## config.mk

```make
export PLATFORM = sky130hd
export DESIGN_NAME = pwr_clkstate_seq
export DESIGN_NICKNAME = d
export VERILOG_FILES = /design/src/rtl/pcs_pkg.sv /design/src/rtl/pcs_step_timer.sv /design/src/rtl/pcs_cmd_gate.sv /design/src/rtl/pcs_seq_fsm.sv /design/src/rtl/pwr_clkstate_seq.sv
export SDC_FILE = /design/constraint.sdc
export NUM_CORES = 1
export LEC_CHECK = 0
export BUFFER_PORTS_ARGS = -buffer_cell sky130_fd_sc_hd__clkbuf_2
export CAP_MARGIN = 20
export CORE_UTILIZATION = 42
export DETAILED_ROUTE_END_ITERATION = 12
export GPL_TIMING_DRIVEN = 0
export PLACE_DENSITY = 0.64
export SYNTH_ARGS = -nofsm -noshare
export SYNTH_HDL_FRONTEND = slang
export SYNTH_SLANG_ARGS = --single-unit
```

## constraint.sdc

```tcl
create_clock -name clk -period 2.2 [get_ports clk]
set_input_delay 0.11 -clock clk [delete_from_list [all_inputs] [get_ports clk]]
set_output_delay 0.11 -clock clk [all_outputs]
set_load 0.05 [all_outputs]
```

## src/rtl/pcs_pkg.sv

```systemverilog
package pcs_pkg;

    typedef enum logic [2:0] {
        LVL_NORMAL = 3'd0,
        LVL_STOPG  = 3'd1,
        LVL_SLEEP  = 3'd2,
        LVL_DEEP   = 3'd3
    } pwr_lvl_e;

    typedef enum logic {
        PH_SETTLED = 1'b0,
        PH_WAIT    = 1'b1
    } phase_e;

    typedef struct packed {
        logic stop_req_n;
        logic sleep_req_n;
        logic busclk_en;
        logic irq_clk_en;
    } pin_set_t;

    // Control levels that hold once a level has been reached.
    function automatic pin_set_t pins_for(pwr_lvl_e lvl);
        pin_set_t p;
        p.stop_req_n  = (lvl == LVL_NORMAL);
        p.sleep_req_n = (lvl == LVL_NORMAL) || (lvl == LVL_STOPG);
        p.busclk_en   = (lvl != LVL_DEEP);
        p.irq_clk_en  = (lvl != LVL_DEEP);
        return p;
    endfunction

    // One level toward the target.
    function automatic pwr_lvl_e step_toward(pwr_lvl_e cur, pwr_lvl_e tgt);
        if (tgt > cur) return pwr_lvl_e'(cur + 3'd1);
        else           return pwr_lvl_e'(cur - 3'd1);
    endfunction

    function automatic pwr_lvl_e lvl_from_cmd(logic [1:0] code);
        return pwr_lvl_e'({1'b0, code});
    endfunction

endpackage

```

## src/rtl/pcs_step_timer.sv

```systemverilog
module pcs_step_timer #(
    parameter int CW = 4
) (
    input  logic          clk,
    input  logic          rst,
    input  logic          load,
    input  logic [CW-1:0] load_val,
    output logic          expired
);
    logic [CW-1:0] cnt;

    always_ff @(posedge clk) begin
        if (rst)
            cnt <= '0;
        else if (load)
            cnt <= load_val;
        else if (cnt != '0)
            cnt <= cnt - 1'b1;
    end

    assign expired = (cnt == '0);
endmodule

```

## src/rtl/pcs_cmd_gate.sv

```systemverilog
module pcs_cmd_gate
    import pcs_pkg::*;
(
    input  logic       clk,
    input  logic       rst,
    input  logic       cmd_valid,
    input  logic [1:0] cmd_target,
    input  logic       busy,
    output pwr_lvl_e   tgt,
    output logic       accept
);
    assign accept = cmd_valid && !busy;

    always_ff @(posedge clk) begin
        if (rst)
            tgt <= LVL_NORMAL;
        else if (accept)
            tgt <= lvl_from_cmd(cmd_target);
    end
endmodule

```

## src/rtl/pcs_seq_fsm.sv

```systemverilog
module pcs_seq_fsm
    import pcs_pkg::*;
#(
    parameter int STEP_CLKS     = 10,
    parameter int RELOCK_CYCLES = 7500,
    parameter int CW            = 13
) (
    input  logic          clk,
    input  logic          rst,
    input  pwr_lvl_e      tgt,
    input  logic          accept,
    input  logic          expired,
    output logic          load,
    output logic [CW-1:0] load_val,
    output pin_set_t      pins,
    output pwr_lvl_e      lvl,
    output logic          busy,
    output logic          rst_err
);
    phase_e   phase;
    pwr_lvl_e nxt_q;
    logic     rst_q;
    logic     clk_off_now;

    assign busy        = (phase == PH_WAIT) || (tgt != lvl);
    assign load        = !rst && (phase == PH_SETTLED) && (tgt != lvl);
    assign load_val    = (lvl == LVL_DEEP) ? CW'(RELOCK_CYCLES - 1) : CW'(STEP_CLKS - 1);
    assign clk_off_now = ((lvl == LVL_SLEEP) || (lvl == LVL_DEEP)) && !pins.busclk_en;

    always_ff @(posedge clk) begin
        rst_q <= rst;
        if (rst) begin
            phase <= PH_SETTLED;
            lvl   <= LVL_NORMAL;
            nxt_q <= LVL_NORMAL;
            pins  <= pins_for(LVL_NORMAL);
            if (!rst_q)
                rst_err <= clk_off_now;
        end else begin
            if (accept)
                rst_err <= 1'b0;
            unique case (phase)
                PH_SETTLED: begin
                    if (tgt != lvl) begin
                        pins  <= pins_for(step_toward(lvl, tgt));
                        nxt_q <= step_toward(lvl, tgt);
                        phase <= PH_WAIT;
                    end
                end
                PH_WAIT: begin
                    if (expired) begin
                        lvl   <= nxt_q;
                        phase <= PH_SETTLED;
                    end
                end
                default: phase <= PH_SETTLED;
            endcase
        end
    end
endmodule

```

## src/rtl/pwr_clkstate_seq.sv

```systemverilog
module pwr_clkstate_seq
    import pcs_pkg::*;
#(
    parameter int STEP_CLKS     = 10,
    parameter int RELOCK_CYCLES = 7500
) (
    input  logic       clk,
    input  logic       rst,
    input  logic       cmd_valid,
    input  logic [1:0] cmd_target,
    output logic       stop_req_n,
    output logic       sleep_req_n,
    output logic       busclk_en,
    output logic       irq_clk_en,
    output logic [2:0] cur_state,
    output logic       busy,
    output logic       rst_err
);
    localparam int MAXV = (RELOCK_CYCLES > STEP_CLKS) ? RELOCK_CYCLES : STEP_CLKS;
    localparam int CW   = $clog2(MAXV + 1);

    pwr_lvl_e      tgt;
    pwr_lvl_e      lvl;
    pin_set_t      pins;
    logic          accept;
    logic          load;
    logic          expired;
    logic [CW-1:0] load_val;

    pcs_cmd_gate u_gate (
        .clk        (clk),
        .rst        (rst),
        .cmd_valid  (cmd_valid),
        .cmd_target (cmd_target),
        .busy       (busy),
        .tgt        (tgt),
        .accept     (accept)
    );

    pcs_seq_fsm #(
        .STEP_CLKS     (STEP_CLKS),
        .RELOCK_CYCLES (RELOCK_CYCLES),
        .CW            (CW)
    ) u_fsm (
        .clk      (clk),
        .rst      (rst),
        .tgt      (tgt),
        .accept   (accept),
        .expired  (expired),
        .load     (load),
        .load_val (load_val),
        .pins     (pins),
        .lvl      (lvl),
        .busy     (busy),
        .rst_err  (rst_err)
    );

    pcs_step_timer #(.CW(CW)) u_timer (
        .clk      (clk),
        .rst      (rst),
        .load     (load),
        .load_val (load_val),
        .expired  (expired)
    );

    assign stop_req_n  = pins.stop_req_n;
    assign sleep_req_n = pins.sleep_req_n;
    assign busclk_en   = pins.busclk_en;
    assign irq_clk_en  = pins.irq_clk_en;
    assign cur_state   = lvl;
endmodule

```

==> summary.md <==
| Metric | Value |
|---|---|
| Status | completed |
| Number of global-route vias before repair | 1158 |
| Post-Route WL | roughly 3.1 mm |
| Clk sinks | 27 |
| Syn. warnings | 0 |
| Hold_ws | 212 ps |
| WP data required | ~2400 ps |
| Port Buffers | 13 |
| Wire length per cell | around 14 microns |
| Initial antenna violation count | 0 |
| Unique masters post-synth | between 40 and 50 |
| Max_slew headroom | 0.561 |
| Row count | 20 |
| Hold crit path type | in2reg |
| RSZ-0062 raised after global routing | yes |
| Inserted Clock Buffers | 3 |
| Die Footprint | 3540 sq um |
| Synth top area cells | dfxtp_1 38%, ha_1 7.2%, a21oi_1 4.3% |
| # H-tree levels | 1 |
| Syn Inst Count | 151 |
| Syn Nets | between 150 and 200 |
| DR vias | ~1200 |
| Clock latency on the worst-skew pair | 350 ps |
| Synthesized cell area | approximately 1400 sq um |
| Highest clock rate | between 400 and 500 MHz |
| Reg2reg setup slack | 90 ps |
| Async S/R FF share, synth | 0 |
| CTS clock-pin slew for the worst setup and hold paths | 170 ps |
| WHS Path Cells | 4 |
| CTS root buf | clkbuf_4 |
| Yosys top cell area share | 0.375 |
| Fin crit period | around 2100 ps |
| Syn_area_per_cell | just over 9 sq um |
| Post-synth EDFFs | 1 |
| PD cells | 1170 nW/um^2 |
| Slew Viols, Final | 0 |
| R2r worst-path depth | 8 |
| Cell Chain, Critical Path | inv_4 > ha_4 > nor2b_4 > o21ai_4 > fa_2 > or3_4 > mux2i_4 > a32oi_1 |
| Chip Width | 59.5 microns |
| DRT iter0 DRCs | 39 |
| Post-DP HPWL | 2.22 mm |
| Worst path max stage delay | between 300 and 400 ps |
| I/O pins | 14 |
| Worst Path Class, Setup | reg2reg |
| Global route overflow | 0 |
| Core area | between 3000 and 4000 sq um |
| Cell Count, Final, Fillers Out | ~220 |
| Slew @ Worst Pin | roughly 650 ps |
| First-pass GRT wire length | 5.18 mm |
| CTS tree | yes |
| Post-layout util | 0.548 |
| Largest net degree at the start of global routing | 17 |
| Dominant cell type by area after synthesis | dfxtp_1 |
| Max-Cap Viols | 0 |
| WHS Endpoint | u_gate.tgt[1] |
| Slowest-stage cell, CP | dfxtp_4 |
| Worst r2r src | u_fsm.lvl[1] |
| Filler Cell Count | roughly 300 |
| Register bit total from synthesis | 27 |
| PnR worst setup slack | around 86 ps |
| Layout cells sized above 1 | 0.263 |
| Critical Path Sink Type | flop |
| Antenna viol nets, final | 0 |
| Final Hold Viols | 0 |
| Mean number of vias per cell | between 5 and 6 |
| Gr usage total | 0.198 |
| Total Power | a little under 2 mW |
| Initial DRT Pass Iterations | 4 |
| Starting Density | 0.447 |
| Global placer's final weighted congestion | ~0.78 |
| Post-synthesis sequential area ratio | 0.397 |
| Hold path start | cmd_valid |
| Residual DRC | 0 |
| Worst Skew | 19.5 ps |
| CP startpoint kind | flop |
| Post-Place Worst Slack | -32.4 ps |
| Die Height | ~59 microns |
| Area delta synth->final | 22.5% |
| Ys flop type | dfxtp_1 |
| Worst-case vdd ir drop | just under 0.5 mV |
| Nets | between 150 and 200 |
| CTS max path bufs | 2 |
| Commonest cells after routing, fill and taps aside | 22 x dfxtp_1, 13 x clkbuf_2, 12 x nand2_1 |
| Reg2reg end | u_fsm.pins[1] |
| Ant diodes | 0 |
| Setup-failing EPs final | 0 |
| Leakage power | around 0.70 nW |
| Crit path max fanout | 5 |
| Placed insts | roughly 210 |
| Worst Path Arrival | between 2000 and 2500 ps |
| Commonest non-fill, non-tap cell in the layout | dfxtp_1 |
| Final period utilization | 0.961 |
[synth_stat cells, types with 2 or more instances]
cell / count
a21oi_1: 12
a221o_1: 2
clkbuf_1: 4
dfxtp_1: 26
ha_1: 8
inv_1: 10
mux2i_1: 4
nand2_1: 12
nand3_1: 3
nand3b_1: 2
nand4_1: 3
nor2_1: 9
nor2b_1: 3
nor3_1: 3
nor4_1: 2
o21ai_0: 4
o31ai_1: 4
or3_1: 5
or3b_2: 2
xnor2_1: 4
[critical path: cells and delay by family, from the launching register on]
kind / cells / cell delay (ps)
adders and majority gates: 2 / 620
DFF: 1 / 390
and+or+nand+nor: 2 / 520
buffers and inverters: 1 / 40
AOI/OAI and AO/OA: 2 / 210
muxes: 1 / 230
[how the worst max path moves through the flow]
| stage | start | endpoint | slack [ps] | cells past startpoint |
|---|---|---|---|---|
| 2_1_floorplan | u_fsm.lvl[1] | u_fsm.pins[2] | -3 | 8 |
| 3_3_place_gp | u_fsm.lvl[0] | u_fsm.pins[1] | 10 | 7 |
| 3_5_place_dp | u_fsm.lvl[0] | u_fsm.pins[1] | -30 | 7 |
| 4_1_cts | u_fsm.lvl[0] | u_fsm.pins[1] | 4 | 7 |
| 5_1_grt | u_fsm.lvl[1] | u_fsm.pins[1] | -7 | 8 |
| 6_report | u_fsm.lvl[1] | u_fsm.pins[1] | 90 | 8 |
[per-stage QoR]
stage | area, sq um | TNS [ps]
6_report | 1700 | 0
5_1_grt | 1700 | -7.40
4_1_cts | 1640 | 0
3_5_place_dp | 1550 | -38.4
3_3_place_gp | 1550 | 0
2_1_floorplan | 1430 | -3.38
[per-layer routing]
layer / GRT usage / vias up / wire (microns)
li1: - / 592 / -
met3: 0.0262 / 5 / 90
met1: 0.266 / 581 / 1480
met5: 0 / - / 0
met2: 0.310 / 23 / 1440
met4: 0.102 / 0 / 58
[cell families (layout without fill, tap and decap cells)]
family	after synthesis	in the layout	share of synthesized area
AND/OR/NAND/NOR	55	55	0.234
AO/OA/AOI/OAI	35	35	0.171
flip-flops	27	27	0.397
buffers and inverters	16	40	0.0514
adder cells (fa/ha/maj)	9	9	0.0866
XOR/XNOR	5	5	0.0316
multiplexers	4	4	0.0289
[cell type report]
cell class	count	area [sq um]	area share
repair buffers	20	125	0.0736
clock buffers	3	22.5	0.0133
plain buffers	6	33.8	0.0199
clock inverters	1	7.51	0.00442
multi-input cells	108	855	0.503
well taps	44	55.1	0.0324
flip-flops and latches	27	561	0.330
inverters	10	40.0	0.0236
[timing repair]
| action | 4_1_cts | 5_1_grt |
|---|---|---|
| buffers inserted | 1 | 3 |
| gates resized for setup | 2 | 7 |
| endpoints found under the hold margin | 3 | 0 |
| hold buffers | 3 | 0 |
| endpoints found under the setup margin | 3 | 9 |
| pin swaps | 1 | 6 |
| cloned | 0 | 0 |
[sequential cells by signal, indices dropped and copies added, names as in the netlist]
signal / count
u_fsm.rst_q: 1
u_fsm.phase: 1
u_fsm.nxt_q: 3
u_fsm.lvl: 3
u_gate.tgt: 2
u_timer.cnt: 13
u_fsm.rst_err: 1
u_fsm.pins: 3
[where the power goes]
group	total, mW	leakage, nW	internal (mW)	switching (mW)
Combinational	1.06	0.460	0.466	0.591
Sequential	0.696	0.226	0.604	0.0917
Clock	0.233	0.0139	0.0699	0.163
Total	1.99	0.700	1.14	0.846
Note: power is estimated with default switching activity, not from simulation.
